--- config.mk ---
export PLATFORM = sky130hd
export DESIGN_NAME = wake_frame_filter
export DESIGN_NICKNAME = d
export VERILOG_FILES = /design/src/rtl/wff_pkg.sv /design/src/rtl/wff_crc_step.sv /design/src/rtl/wff_track.sv /design/src/rtl/wff_lane.sv /design/src/rtl/wake_frame_filter.sv
export SDC_FILE = /design/constraint.sdc
export NUM_CORES = 1
export LEC_CHECK = 0
export BUFFER_PORTS_ARGS = -buffer_cell sky130_fd_sc_hd__buf_4
export CAP_MARGIN = 40
export CORE_MARGIN = 2
export CORE_UTILIZATION = 60
export CTS_CLUSTER_DIAMETER = 100
export DETAILED_ROUTE_END_ITERATION = 12
export PLACE_DENSITY = 0.79
export RECOVER_POWER = 25
export SLEW_MARGIN = 25
export SYNTH_ARGS = -nofsm -noshare
export SYNTH_HDL_FRONTEND = slang
export SYNTH_HIERARCHICAL = 1
export SYNTH_SLANG_ARGS = --single-unit
--- constraint.sdc ---
create_clock -name clk -period 7.5 [get_ports clk]
set_input_delay 0.375 -clock clk [delete_from_list [all_inputs] [get_ports clk]]
set_output_delay 0.375 -clock clk [all_outputs]
set_load 0.03 [all_outputs]
--- src/rtl/wff_pkg.sv ---
package wff_pkg;

   typedef enum logic [1:0] {
      FLD_CMD  = 2'd0,
      FLD_OFS  = 2'd1,
      FLD_MASK = 2'd2,
      FLD_CRC  = 2'd3
   } wff_field_e;

   localparam int unsigned CMD_W      = 4;
   localparam int unsigned CMD_EN_BIT = 0;
   localparam int unsigned CMD_MC_BIT = 3;

endpackage

--- src/rtl/wff_crc_step.sv ---
module wff_crc_step #(
   parameter int unsigned          CRC_W     = 16,
   parameter int unsigned          DATA_W    = 8,
   parameter logic [CRC_W-1:0]     CRC_POLY  = 16'h8005,
   parameter bit                   LSB_FIRST = 1'b1
) (
   input  logic [CRC_W-1:0]  crc_in,
   input  logic [DATA_W-1:0] dat,
   output logic [CRC_W-1:0]  crc_out
);

   function automatic logic [CRC_W-1:0] bit_rev(input logic [CRC_W-1:0] v);
      logic [CRC_W-1:0] r;
      for (int i = 0; i < int'(CRC_W); i++) r[i] = v[CRC_W-1-i];
      return r;
   endfunction

   localparam logic [CRC_W-1:0] POLY_R = bit_rev(CRC_POLY);

   generate
      if (LSB_FIRST) begin : g_refl
         always_comb begin
            logic [CRC_W-1:0] c;
            logic             fb;
            c = crc_in;
            for (int b = 0; b < int'(DATA_W); b++) begin
               fb = c[0] ^ dat[b];
               c  = c >> 1;
               if (fb) c = c ^ POLY_R;
            end
            crc_out = c;
         end
      end else begin : g_norm
         always_comb begin
            logic [CRC_W-1:0] c;
            logic             fb;
            c = crc_in;
            for (int b = DATA_W - 1; b >= 0; b--) begin
               fb = c[CRC_W-1] ^ dat[b];
               c  = c << 1;
               if (fb) c = c ^ CRC_POLY;
            end
            crc_out = c;
         end
      end
   endgenerate

endmodule

--- src/rtl/wff_track.sv ---
module wff_track #(
   parameter int unsigned POS_W  = 11,
   parameter int unsigned DATA_W = 8
) (
   input  logic              clk,
   input  logic              rst_n,
   input  logic              byte_vld,
   input  logic              byte_sof,
   input  logic [DATA_W-1:0] byte_dat,
   output logic [POS_W-1:0]  cur_pos,
   output logic              frame_mc
);

   localparam logic [POS_W-1:0] POS_MAX = '1;

   logic [POS_W-1:0] pos_q;
   logic             mc_q;
   logic             sof_stb;

   assign sof_stb  = byte_vld && byte_sof;
   assign cur_pos  = sof_stb ? '0 : pos_q;
   assign frame_mc = sof_stb ? byte_dat[0] : mc_q;

   always_ff @(posedge clk or negedge rst_n) begin
      if (!rst_n) begin
         pos_q <= '0;
         mc_q  <= 1'b0;
      end else if (byte_vld) begin
         if (byte_sof) begin
            pos_q <= POS_W'(1);
            mc_q  <= byte_dat[0];
         end else if (pos_q != POS_MAX) begin
            pos_q <= pos_q + POS_W'(1);
         end
      end
   end

endmodule

--- src/rtl/wff_lane.sv ---
module wff_lane
   import wff_pkg::*;
#(
   parameter int unsigned      IDX       = 0,
   parameter int unsigned      SEL_W     = 2,
   parameter int unsigned      CFG_W     = 32,
   parameter int unsigned      OFS_W     = 8,
   parameter int unsigned      MASK_W    = 31,
   parameter int unsigned      CRC_W     = 16,
   parameter int unsigned      POS_W     = 11,
   parameter int unsigned      MIN_OFS   = 13,
   parameter logic [CRC_W-1:0] CRC_POLY  = 16'h8005,
   parameter logic [CRC_W-1:0] CRC_INIT  = 16'hFFFF,
   parameter bit               LSB_FIRST = 1'b1
) (
   input  logic              clk,
   input  logic              rst_n,
   input  logic              cfg_we,
   input  logic [SEL_W-1:0]  cfg_sel,
   input  logic [1:0]        cfg_field,
   input  logic [CFG_W-1:0]  cfg_data,
   input  logic              byte_vld,
   input  logic              byte_sof,
   input  logic              byte_eof,
   input  logic [7:0]        byte_dat,
   input  logic [POS_W-1:0]  cur_pos,
   input  logic              frame_mc,
   input  logic              da_ok,
   output logic              match_now,
   output logic              hit_q
);

   localparam int unsigned RIDX_W = $clog2(MASK_W + 1);
   localparam int unsigned MEXT_W = 1 << RIDX_W;
   localparam int unsigned X_W    = POS_W + 1;

   logic [CMD_W-1:0]  cmd_q;
   logic [OFS_W-1:0]  ofs_q;
   logic [MASK_W-1:0] mask_q;
   logic [CRC_W-1:0]  ref_q;
   logic [CRC_W-1:0]  crc_q;
   logic [CRC_W-1:0]  crc_nx;
   logic [CRC_W-1:0]  crc_fin;
   logic              sel_me;

   assign sel_me = cfg_we && (cfg_sel == SEL_W'(IDX));

   always_ff @(posedge clk or negedge rst_n) begin
      if (!rst_n) begin
         cmd_q  <= '0;
         ofs_q  <= '0;
         mask_q <= '0;
         ref_q  <= '0;
      end else if (sel_me) begin
         case (wff_field_e'(cfg_field))
            FLD_CMD:  cmd_q  <= cfg_data[CMD_W-1:0];
            FLD_OFS:  ofs_q  <= cfg_data[OFS_W-1:0];
            FLD_MASK: mask_q <= cfg_data[MASK_W-1:0];
            default:  ref_q  <= cfg_data[CRC_W-1:0];
         endcase
      end
   end

   logic [X_W-1:0]    pos_x;
   logic [X_W-1:0]    ofs_x;
   logic [X_W-1:0]    rel;
   logic [MEXT_W-1:0] mask_ext;
   logic              in_win;
   logic              take;

   assign pos_x    = {1'b0, cur_pos};
   assign ofs_x    = X_W'(ofs_q);
   assign rel      = pos_x - ofs_x;
   assign mask_ext = MEXT_W'(mask_q);
   assign in_win   = (pos_x >= ofs_x) && (rel < X_W'(MASK_W)) &&
                     mask_ext[rel[RIDX_W-1:0]];
   assign take     = byte_vld && in_win;

   wff_crc_step #(
      .CRC_W     (CRC_W),
      .DATA_W    (8),
      .CRC_POLY  (CRC_POLY),
      .LSB_FIRST (LSB_FIRST)
   ) i_step (
      .crc_in  (crc_q),
      .dat     (byte_dat),
      .crc_out (crc_nx)
   );

   always_ff @(posedge clk or negedge rst_n) begin
      if (!rst_n)                    crc_q <= CRC_INIT;
      else if (byte_vld && byte_sof) crc_q <= CRC_INIT;
      else if (take)                 crc_q <= crc_nx;
   end

   assign crc_fin = take ? crc_nx : crc_q;

   logic [RIDX_W-1:0] last_j;
   logic              any_m;
   logic [X_W-1:0]    need_pos;
   logic              complete;

   always_comb begin
      last_j = '0;
      any_m  = 1'b0;
      for (int j = 0; j < int'(MASK_W); j++) begin
         if (mask_q[j]) begin
            last_j = RIDX_W'(j);
            any_m  = 1'b1;
         end
      end
   end

   assign need_pos = ofs_x + X_W'(last_j);
   assign complete = !any_m || (pos_x >= need_pos);

   assign match_now = cmd_q[CMD_EN_BIT] &&
                      (ofs_q >= OFS_W'(MIN_OFS)) &&
                      (cmd_q[CMD_MC_BIT] == frame_mc) &&
                      complete &&
                      (crc_fin == ref_q);

   always_ff @(posedge clk or negedge rst_n) begin
      if (!rst_n) hit_q <= 1'b0;
      else        hit_q <= byte_vld && byte_eof && match_now && da_ok;
   end


   hit_en_chk: assert property (@(posedge clk) disable iff (!rst_n)
      hit_q |-> $past(cmd_q[CMD_EN_BIT]));


   hit_ofs_chk: assert property (@(posedge clk) disable iff (!rst_n)
      hit_q |-> ($past(ofs_q) >= OFS_W'(MIN_OFS)));


   hit_da_chk: assert property (@(posedge clk) disable iff (!rst_n)
      hit_q |-> $past(da_ok));


   crc_hold_chk: assert property (@(posedge clk) disable iff (!rst_n)
      !$past(byte_vld) |-> $stable(crc_q));

endmodule

--- src/rtl/wake_frame_filter.sv ---
module wake_frame_filter #(
   parameter int unsigned          N_FILT    = 4,
   parameter int unsigned          SEL_W     = 2,
   parameter int unsigned          CFG_W     = 32,
   parameter int unsigned          OFS_W     = 8,
   parameter int unsigned          MASK_W    = 31,
   parameter int unsigned          CRC_W     = 16,
   parameter int unsigned          POS_W     = 11,
   parameter int unsigned          MIN_OFS   = 13,
   parameter logic [CRC_W-1:0]     CRC_POLY  = 16'h8005,
   parameter logic [CRC_W-1:0]     CRC_INIT  = 16'hFFFF,
   parameter bit                   LSB_FIRST = 1'b1
) (
   input  logic              clk,
   input  logic              rst_n,
   input  logic              cfg_we,
   input  logic [SEL_W-1:0]  cfg_sel,
   input  logic [1:0]        cfg_field,
   input  logic [CFG_W-1:0]  cfg_data,
   input  logic              rx_valid,
   input  logic [7:0]        rx_data,
   input  logic              rx_sof,
   input  logic              rx_eof,
   input  logic              rx_da_pass,
   input  logic              global_unicast,
   input  logic              irq_en,
   input  logic              wake_clr,
   output logic [N_FILT-1:0] hit_vec,
   output logic              wake_flag,
   output logic              irq
);

   generate
      if (MASK_W > CFG_W - 1) begin : g_bad_mask
         $error("MASK_W must leave the top write data bit unused");
      end
      if (CRC_W > CFG_W || OFS_W > CFG_W) begin : g_bad_cfg
         $error("CRC_W and OFS_W must fit in CFG_W");
      end
      if (POS_W <= OFS_W) begin : g_bad_pos
         $error("POS_W must exceed OFS_W");
      end
      if ((1 << SEL_W) < N_FILT) begin : g_bad_sel
         $error("SEL_W too narrow for N_FILT");
      end
   endgenerate

   logic [POS_W-1:0]  cur_pos;
   logic              frame_mc;
   logic              da_ok;
   logic              eof_stb;
   logic [N_FILT-1:0] match_vec;

   assign da_ok   = global_unicast || rx_da_pass;
   assign eof_stb = rx_valid && rx_eof;

   wff_track #(
      .POS_W  (POS_W),
      .DATA_W (8)
   ) i_track (
      .clk      (clk),
      .rst_n    (rst_n),
      .byte_vld (rx_valid),
      .byte_sof (rx_sof),
      .byte_dat (rx_data),
      .cur_pos  (cur_pos),
      .frame_mc (frame_mc)
   );

   generate
      for (genvar k = 0; k < int'(N_FILT); k++) begin : g_lane
         wff_lane #(
            .IDX       (k),
            .SEL_W     (SEL_W),
            .CFG_W     (CFG_W),
            .OFS_W     (OFS_W),
            .MASK_W    (MASK_W),
            .CRC_W     (CRC_W),
            .POS_W     (POS_W),
            .MIN_OFS   (MIN_OFS),
            .CRC_POLY  (CRC_POLY),
            .CRC_INIT  (CRC_INIT),
            .LSB_FIRST (LSB_FIRST)
         ) i_lane (
            .clk       (clk),
            .rst_n     (rst_n),
            .cfg_we    (cfg_we),
            .cfg_sel   (cfg_sel),
            .cfg_field (cfg_field),
            .cfg_data  (cfg_data),
            .byte_vld  (rx_valid),
            .byte_sof  (rx_sof),
            .byte_eof  (rx_eof),
            .byte_dat  (rx_data),
            .cur_pos   (cur_pos),
            .frame_mc  (frame_mc),
            .da_ok     (da_ok),
            .match_now (match_vec[k]),
            .hit_q     (hit_vec[k])
         );
      end
   endgenerate

   always_ff @(posedge clk or negedge rst_n) begin
      if (!rst_n)                              wake_flag <= 1'b0;
      else if (eof_stb && da_ok && |match_vec) wake_flag <= 1'b1;
      else if (wake_clr)                       wake_flag <= 1'b0;
   end

   assign irq = wake_flag && irq_en;


   hit_after_eof_chk: assert property (@(posedge clk) disable iff (!rst_n)
      (|hit_vec) |-> $past(rx_valid && rx_eof));


   hit_sets_flag_chk: assert property (@(posedge clk) disable iff (!rst_n)
      (|hit_vec) |-> wake_flag);


   flag_fall_chk: assert property (@(posedge clk) disable iff (!rst_n)
      $fell(wake_flag) |-> $past(wake_clr));

endmodule

==> results of run 1 <==
## area by class of cell
| type | instances | area, µm² |
|---|---|---|
| Clock buffer | 47 | 1030 |
| Clock inverter | 16 | 226 |
| Fill cell | 2602 | 11100 |
| Inverter | 136 | 510 |
| Multi-Input combinational cell | 1450 | 11900 |
| Sequential cell | 309 | 7810 |
| Tap cell | 448 | 561 |
| Timing Repair Buffer | 76 | 599 |
## registers in the layout, indices dropped and copies added, names as in the netlist
signal / count
g_lane.i_lane/mask_q: 124
i_track/mc_q: 1
g_lane.i_lane/crc_q: 64
i_track/pos_q: 11
g_lane.i_lane/cmd_q: 8
g_lane.i_lane/ofs_q: 32
g_lane.i_lane/ref_q: 64
wake_flag: 1
g_lane.i_lane/hit_q: 4
## logic make-up (layout without fill, tap and decap cells)
kind of cell               count (synthesis)  after routing
adders and majority gates                 97             97
AOI/OAI and AO/OA                        389            389
xor gates and xnor gates                 175            175
and+or+nand+nor                          485            485
DFF                                      309            309
muxes                                    304            304
buffers and inverters                    207            275
## repair_timing
| action | in CTS | in global routing |
|---|---|---|
| resized for setup | 0 | 0 |
| hold buffers | 1 | 0 |
| endpoints found under the hold margin | 74 | 0 |
## per-stage QoR
step / std cells / total power, mW / hold WS (ps) / worst slack, ps
final: 2482 / 6.94 / 28.7 / 1210
after global routing: 2482 / 7.35 / 7.27 / 970
after CTS: 2480 / 6.95 / 4.07 / 2100
after detailed placement: 2416 / 5.06 / 409 / 1800
after global placement: 2412 / 4.94 / 417 / 1880
after floorplan: 1966 / 4.40 / 79.4 / 3030
## worst max-delay path by stage
stage / from / end / slack (ps) / depth (start not counted)
after floorplan: g_lane[1].i_lane/mask_q[2] / wake_flag / 3030 / 26
after global placement: rx_valid / wake_flag / 1880 / 17
after detailed placement: rx_valid / wake_flag / 1800 / 17
after CTS: g_lane[0].i_lane/mask_q[2] / wake_flag / 2100 / 26
after global routing: rx_valid / wake_flag / 970 / 17
final: rx_valid / wake_flag / 1210 / 17
## cells in the final DEF (no fill, tap or decap), types with 37 or more instances in the layout
cell / count
dfstp_2: 64
nor3_1: 40
nor4_1: 38
o21ai_0: 74
xnor2_1: 107
dfrtp_1: 245
ha_1: 89
nand2_1: 153
mux2i_1: 64
a21oi_1: 69
nor2_1: 83
buf_4: 62
mux2_2: 210
xor2_1: 60
inv_1: 136
clkbuf_16: 37
## worst max-delay path, cell delays in order
cell,delay (ps)
clkbuf_1,1110
nand2_1,520
and2_1,420
inv_1,120
ha_1,200
inv_1,70
fa_1,840
mux4_2,570
mux2_2,300
o311ai_4,480
nor2_2,260
buf_8,220
mux2i_1,140
a2111oi_1,500
and3_1,320
nor4_2,90
o22ai_1,150
## layer usage
metal	up-vias	part of all wire
met5	-	0
met3	102	0.064
met4	0	0.027
met2	531	0.48
met1	7962	0.43
li1	7264	-
## power breakdown
part           leakage [nW]  internal [mW]  switching [mW]
Sequential             3.69           1.99           0.377
Combinational          5.24           1.30            1.42
Clock                 0.609           1.15           0.717
Total                  9.54           4.43            2.51
==> flow_metrics.tcl, run 1 <==
set metrics [dict create \
    ys_types 98 \
    ys_ff_latch 309 \
    avgRoutedWirePerCell_um 22.0 \
    synth_cells 1966 \
    synth-xor-area-share 0.0802 \
    fin_setup_tns_ps 0 \
    async_reset_ff_frac 1.00 \
    final_util 0.671 \
    start_kind "primary input" \
    dr.pass1.iters 6 \
    post-cts-setup-buffer-count 0 \
    grt_pass1_wl_um 86600 \
    violations "capacitance limit, slew limit" \
    worstSetupEndpointType "flip-flop" \
    fin_area_mm2 0.0226 \
    hp-class "in2reg" \
    grt_max_degree 85 \
    initial_core_util 0.611 \
    yosysWarnings 6 \
    synth_nets 2117 \
    core_mm2 0.0337 \
    synth_top_flop_cell "dfrtp_1" \
    gp_congestion 0.922 \
    outcome "complete, but fails checks" \
    use_met2 0.509 \
    post-synth-top-area-cell "dfrtp_1" \
    hpwl_um 39200 \
    powerDensity_mw_per_mm2 307 \
    die-area_mm2 0.0358 \
    synth_top_cells_by_count "dfrtp_1, mux2_2, nand2_1, inv_1, xnor2_1" \
    ff2ff_path_depth 26 \
    power_leakage_nw 9.54 \
    grt_busiest_layer "met2" \
    rsz0062_at_grt "no" \
    clkSinkCount 309 \
    num_vias 15859 \
    peakVddDrop_mv 0.244 \
    clk_pin_slew_ps 60 \
    clockBufferDepth 3 \
    period_share 0.838 \
    cts_buffers 36 \
    ys_seq_area_frac 0.379 \
    grt_util_met3 0.0449 \
    port_buffers 58 \
    syn_avg_cell_area_um2 10.5 \
    post-route-min-period_ps 6290 \
    root_buffer "clkbuf_16" \
    drtIter0Drc 1251 \
    grt_remaining_overflow 0 \
    avgViaCountPerCell 6.39 \
    critPathRequiredTime_ps 7950 \
    antenna_cells 0 \
    tightest_slew_ps 4600 \
    slew_headroom -2.06 \
    clk_latency_ps 540 \
    r2r_slack_ps 2020 \
    die_height_um 189 \
    synth_top_family_by_area "multiplexers" \
    fp.dieW_um 189 \
    hold_start "wake_clr" \
    antenna_found_initial 0 \
    drv_cap 5 \
    drc 0 \
    io_pins 60 \
    syn_to_final_growth_pct 9.79 \
    place_area_mm2 0.0214 \
    synth_compound_area_frac 0.135 \
    synth_top_area_share 0.298 \
    synthMuxAreaShare 0.178 \
    ys_top_cells_by_area "dfrtp_1, mux2_2, dfstp_2" \
    final_hold_viol_count 0 \
    globalRouteTotalUtil 0.310 \
    fin_nets 2160 \
    fmax_ghz 0.159 \
    synthSimpleGateAreaFrac 0.120 \
    arrival_ps 6740 \
    h-tree-depth 2 \
    drive_gt1_frac 0.235 \
    grt_pass1_vias 15943 \
    crit_fanout 22 \
    syn_area_mm2 0.0206 \
    core.rowCount 67 \
    reg2reg_from "g_lane[0].i_lane/mask_q[2]" \
    setup_viol 0 \
    yosysMostFrequentCell "dfrtp_1" \
    drt_wl_total_um 54500 \
    synth-edff-count 0 \
    use_met1 0.422 \
    holdPathStages 2 \
    critPathKind "in2reg" \
    cts_tree "yes" \
    skew_ps 22.5 \
    postRouteAntennaNets 0 \
    synth_fa_ha_area_frac 0.0618 \
    min_to "wake_flag" \
    r2r-end "wake_flag" \
    finalMaxSlewViolations 223 \
]
Power figures use the tool's default switching activity.
==> run 2: changes to the inputs <==
--- a/config.mk
+++ b/config.mk
@@ -8,10 +8,10 @@
 export BUFFER_PORTS_ARGS = -buffer_cell sky130_fd_sc_hd__buf_4
 export CAP_MARGIN = 40
 export CORE_MARGIN = 2
-export CORE_UTILIZATION = 60
+export CORE_UTILIZATION = 58
 export CTS_CLUSTER_DIAMETER = 100
 export DETAILED_ROUTE_END_ITERATION = 12
-export PLACE_DENSITY = 0.79
+export PLACE_DENSITY = 0.8
 export RECOVER_POWER = 25
 export SLEW_MARGIN = 25
 export SYNTH_ARGS = -nofsm -noshare
==> constraint.sdc (replaced) <==
create_clock -name clk -period 5.3 [get_ports clk]
set_input_delay 0.265 -clock clk [delete_from_list [all_inputs] [get_ports clk]]
set_output_delay 0.265 -clock clk [all_outputs]
set_load 0.03 [all_outputs]
==> run 2 against run 1 <==
The run still ends with capacitance limit, slew limit left; combinational power up 45%; register-to-register slack worse by 1600 ps; critical endpoint unchanged; sequential cell count unchanged; largest cell class unchanged; clock-buffer cell count up 5; utilization down 2.5 points; global-route usage down 0.47 points; highest routed layer unchanged; largest power group unchanged; worst hold slack worse by 11 ps.
==> flow_metrics.tcl, run 2 (synthesis gave the netlist of run 1 again) <==
set metrics [dict create \
    antenna_cells 0 \
    slew_headroom -0.917 \
    drt_wl_total_um 55800 \
    max_stage_delay_ps 420 \
    crit_fanout 5 \
    syn_to_final_growth_pct 10.7 \
    fmax_ghz 0.203 \
    tightest_slew_ps 2880 \
    grt_remaining_overflow 0 \
    drv_cap 5 \
    hp-class "in2reg" \
    clk_pin_slew_ps 60 \
    core_mm2 0.0353 \
    gp_congestion 0.934 \
    avgRoutedWirePerCell_um 22.2 \
    worstSetupEndpointType "flip-flop" \
    powerDensity_mw_per_mm2 434 \
    grt_pass1_vias 15828 \
    grt_max_degree 140 \
    period_share 0.929 \
    cp_cell_sequence "nor2_1 > o31ai_1 > a211oi_1 > o31ai_1 > a211oi_1 > nor3_1 > o31ai_1 > nand2_1 > a21o_1 > ha_1 > a21o_1 > a21oi_1 > o21bai_1 > a21oi_1 > nor3_1 > xnor2_1 > ha_1 > a21o_1 > a2111oi_1 > o211ai_1 > nand3_1 > nor3_1 > nor4_4 > o22ai_1" \
    final_cell_mix "dfrtp_1, mux2_2, nand2_1, inv_1, xnor2_1" \
    crit_path_top_delay_cell "dfrtp_1" \
    fin_nets 2178 \
    avgViaCountPerCell 6.39 \
    final_common_cell "dfrtp_1" \
    final_hold_viol_count 0 \
    largest_register "g_lane.i_lane/mask_q" \
    hold_ws_ps 17.7 \
    outcome "complete, but fails checks" \
    critPathRequiredTime_ps 5730 \
    die-area_mm2 0.0371 \
    setup_viol 0 \
    reg_top3 "g_lane.i_lane/mask_q x124, g_lane.i_lane/crc_q x64, g_lane.i_lane/ref_q x64" \
    port_buffers 58 \
    drc 0 \
    globalRouteTotalUtil 0.306 \
    n_fill_cell 2697 \
    arrival_ps 5350 \
    antenna_found_initial 1 \
    hpwl_um 39400 \
    postRouteAntennaNets 0 \
    skew_ps 26.0 \
    power_mw 9.91 \
    cts_buffers 36 \
    die_height_um 192 \
    h-tree-depth 2 \
    dr.pass1.iters 5 \
    io_pins 60 \
    core.rowCount 69 \
    drtIter0Drc 1270 \
    start_kind "flip-flop" \
    critPathKind "reg2reg" \
    peakVddDrop_mv 0.326 \
    root_buffer "clkbuf_16" \
    post-route-min-period_ps 4920 \
    largest_reg_flops 124 \
    grt_pass1_wl_um 87000 \
    finalMaxSlewViolations 267 \
    clk_latency_ps 560 \
    power_leakage_nw 9.63 \
    clockBufferDepth 3 \
    fp.dieW_um 192 \
    multi_input_area_mm2 0.0120 \
    drive_gt1_frac 0.241 \
    clkSinkCount 309 \
    num_vias 16076 \
    initial_core_util 0.584 \
    violations "capacitance limit, slew limit" \
    seq_area_mm2 0.00781 \
    cts_tree "yes" \
]
==> run 2: cell count changes in the layout (fill, tap and decap cells not counted), sizes merged <==
cell | previous run | this run
dlygate4sd3 | 1 | 8
buf | 67 | 77
inv | 137 | 138
clkinv | 6 | 7
clkbuf | 55 | 61
clkinvlp | 4 | 0
==> run 2: area by class of cell <==
| cell class | instances | share of cell area |
|---|---|---|
| clock buffer | 52 | 0.0458 |
| inverter | 136 | 0.0224 |
| tap | 461 | 0.0253 |
| multi-input combinational | 1450 | 0.524 |
| sequential | 309 | 0.343 |
| timing repair buffer | 94 | 0.0309 |
| clock inverter | 14 | 0.00905 |
==> run 2: through the flow <==
stage	cell area, µm²	instances	setup WS, ps	util	TNS [ps]
floorplan	20600	1966	828	-	0
global placement	21400	2440	215	0.607	0
detailed placement	21400	2441	192	0.607	0
CTS	22800	2515	146	0.645	0
global route	22800	2516	-3.77	0.646	-3.77
finish	22800	2516	376	0.646	0
==> run 2: path summary, 6_finish.rpt <==
path                                            startpoint                     endpoint  slack (ps)  cells after the start
worst max-delay path            g_lane[2].i_lane/mask_q[2]                    wake_flag         380                     24
worst min-delay path                          cfg_data[30]  g_lane[3].i_lane/mask_q[30]          20                      2
worst max register to register  g_lane[2].i_lane/mask_q[2]                    wake_flag         380                     24
worst min register to register   g_lane[2].i_lane/ref_q[9]    g_lane[2].i_lane/ref_q[9]         500                      1
max in group asynchronous                            rst_n    g_lane[0].i_lane/ref_q[0]        2180                      3
min in group asynchronous                            rst_n    g_lane[1].i_lane/ref_q[4]        1150                      2
==> run 2: where the power goes <==
group / total, mW / internal, mW / switching (mW)
logic: 3.92 / 1.88 / 2.04
clock network: 2.62 / 1.62 / 1.00
registers: 3.37 / 2.81 / 0.553
total: 9.91 / 6.31 / 3.59
==> run 2: what timing repair did <==
| action | 4_1_cts | 5_1_grt |
|---|---|---|
| hold buffers | 8 | 0 |
| setup endpoints to repair | 0 | 1 |
| gates resized for setup | 0 | 23 |
| endpoints found under the hold margin | 95 | 0 |
| setup buffers | 0 | 1 |
==> run 2: worst max-delay path, delay by kind of cell (launching register included) <==
kind	cells	cell delay, ps
AOI/OAI and AO/OA	14	2740
and+or+nand+nor	7	880
xor gates and xnor gates	1	190
DFF	1	420
adders and majority gates	2	570
==> run 2: routing by layer <==
layer | GRT usage | routed length, µm
met5 | 0 | 0
met4 | 0.123 | 2080
met3 | 0.0462 | 4160
met2 | 0.504 | 26700
met1 | 0.405 | 22800
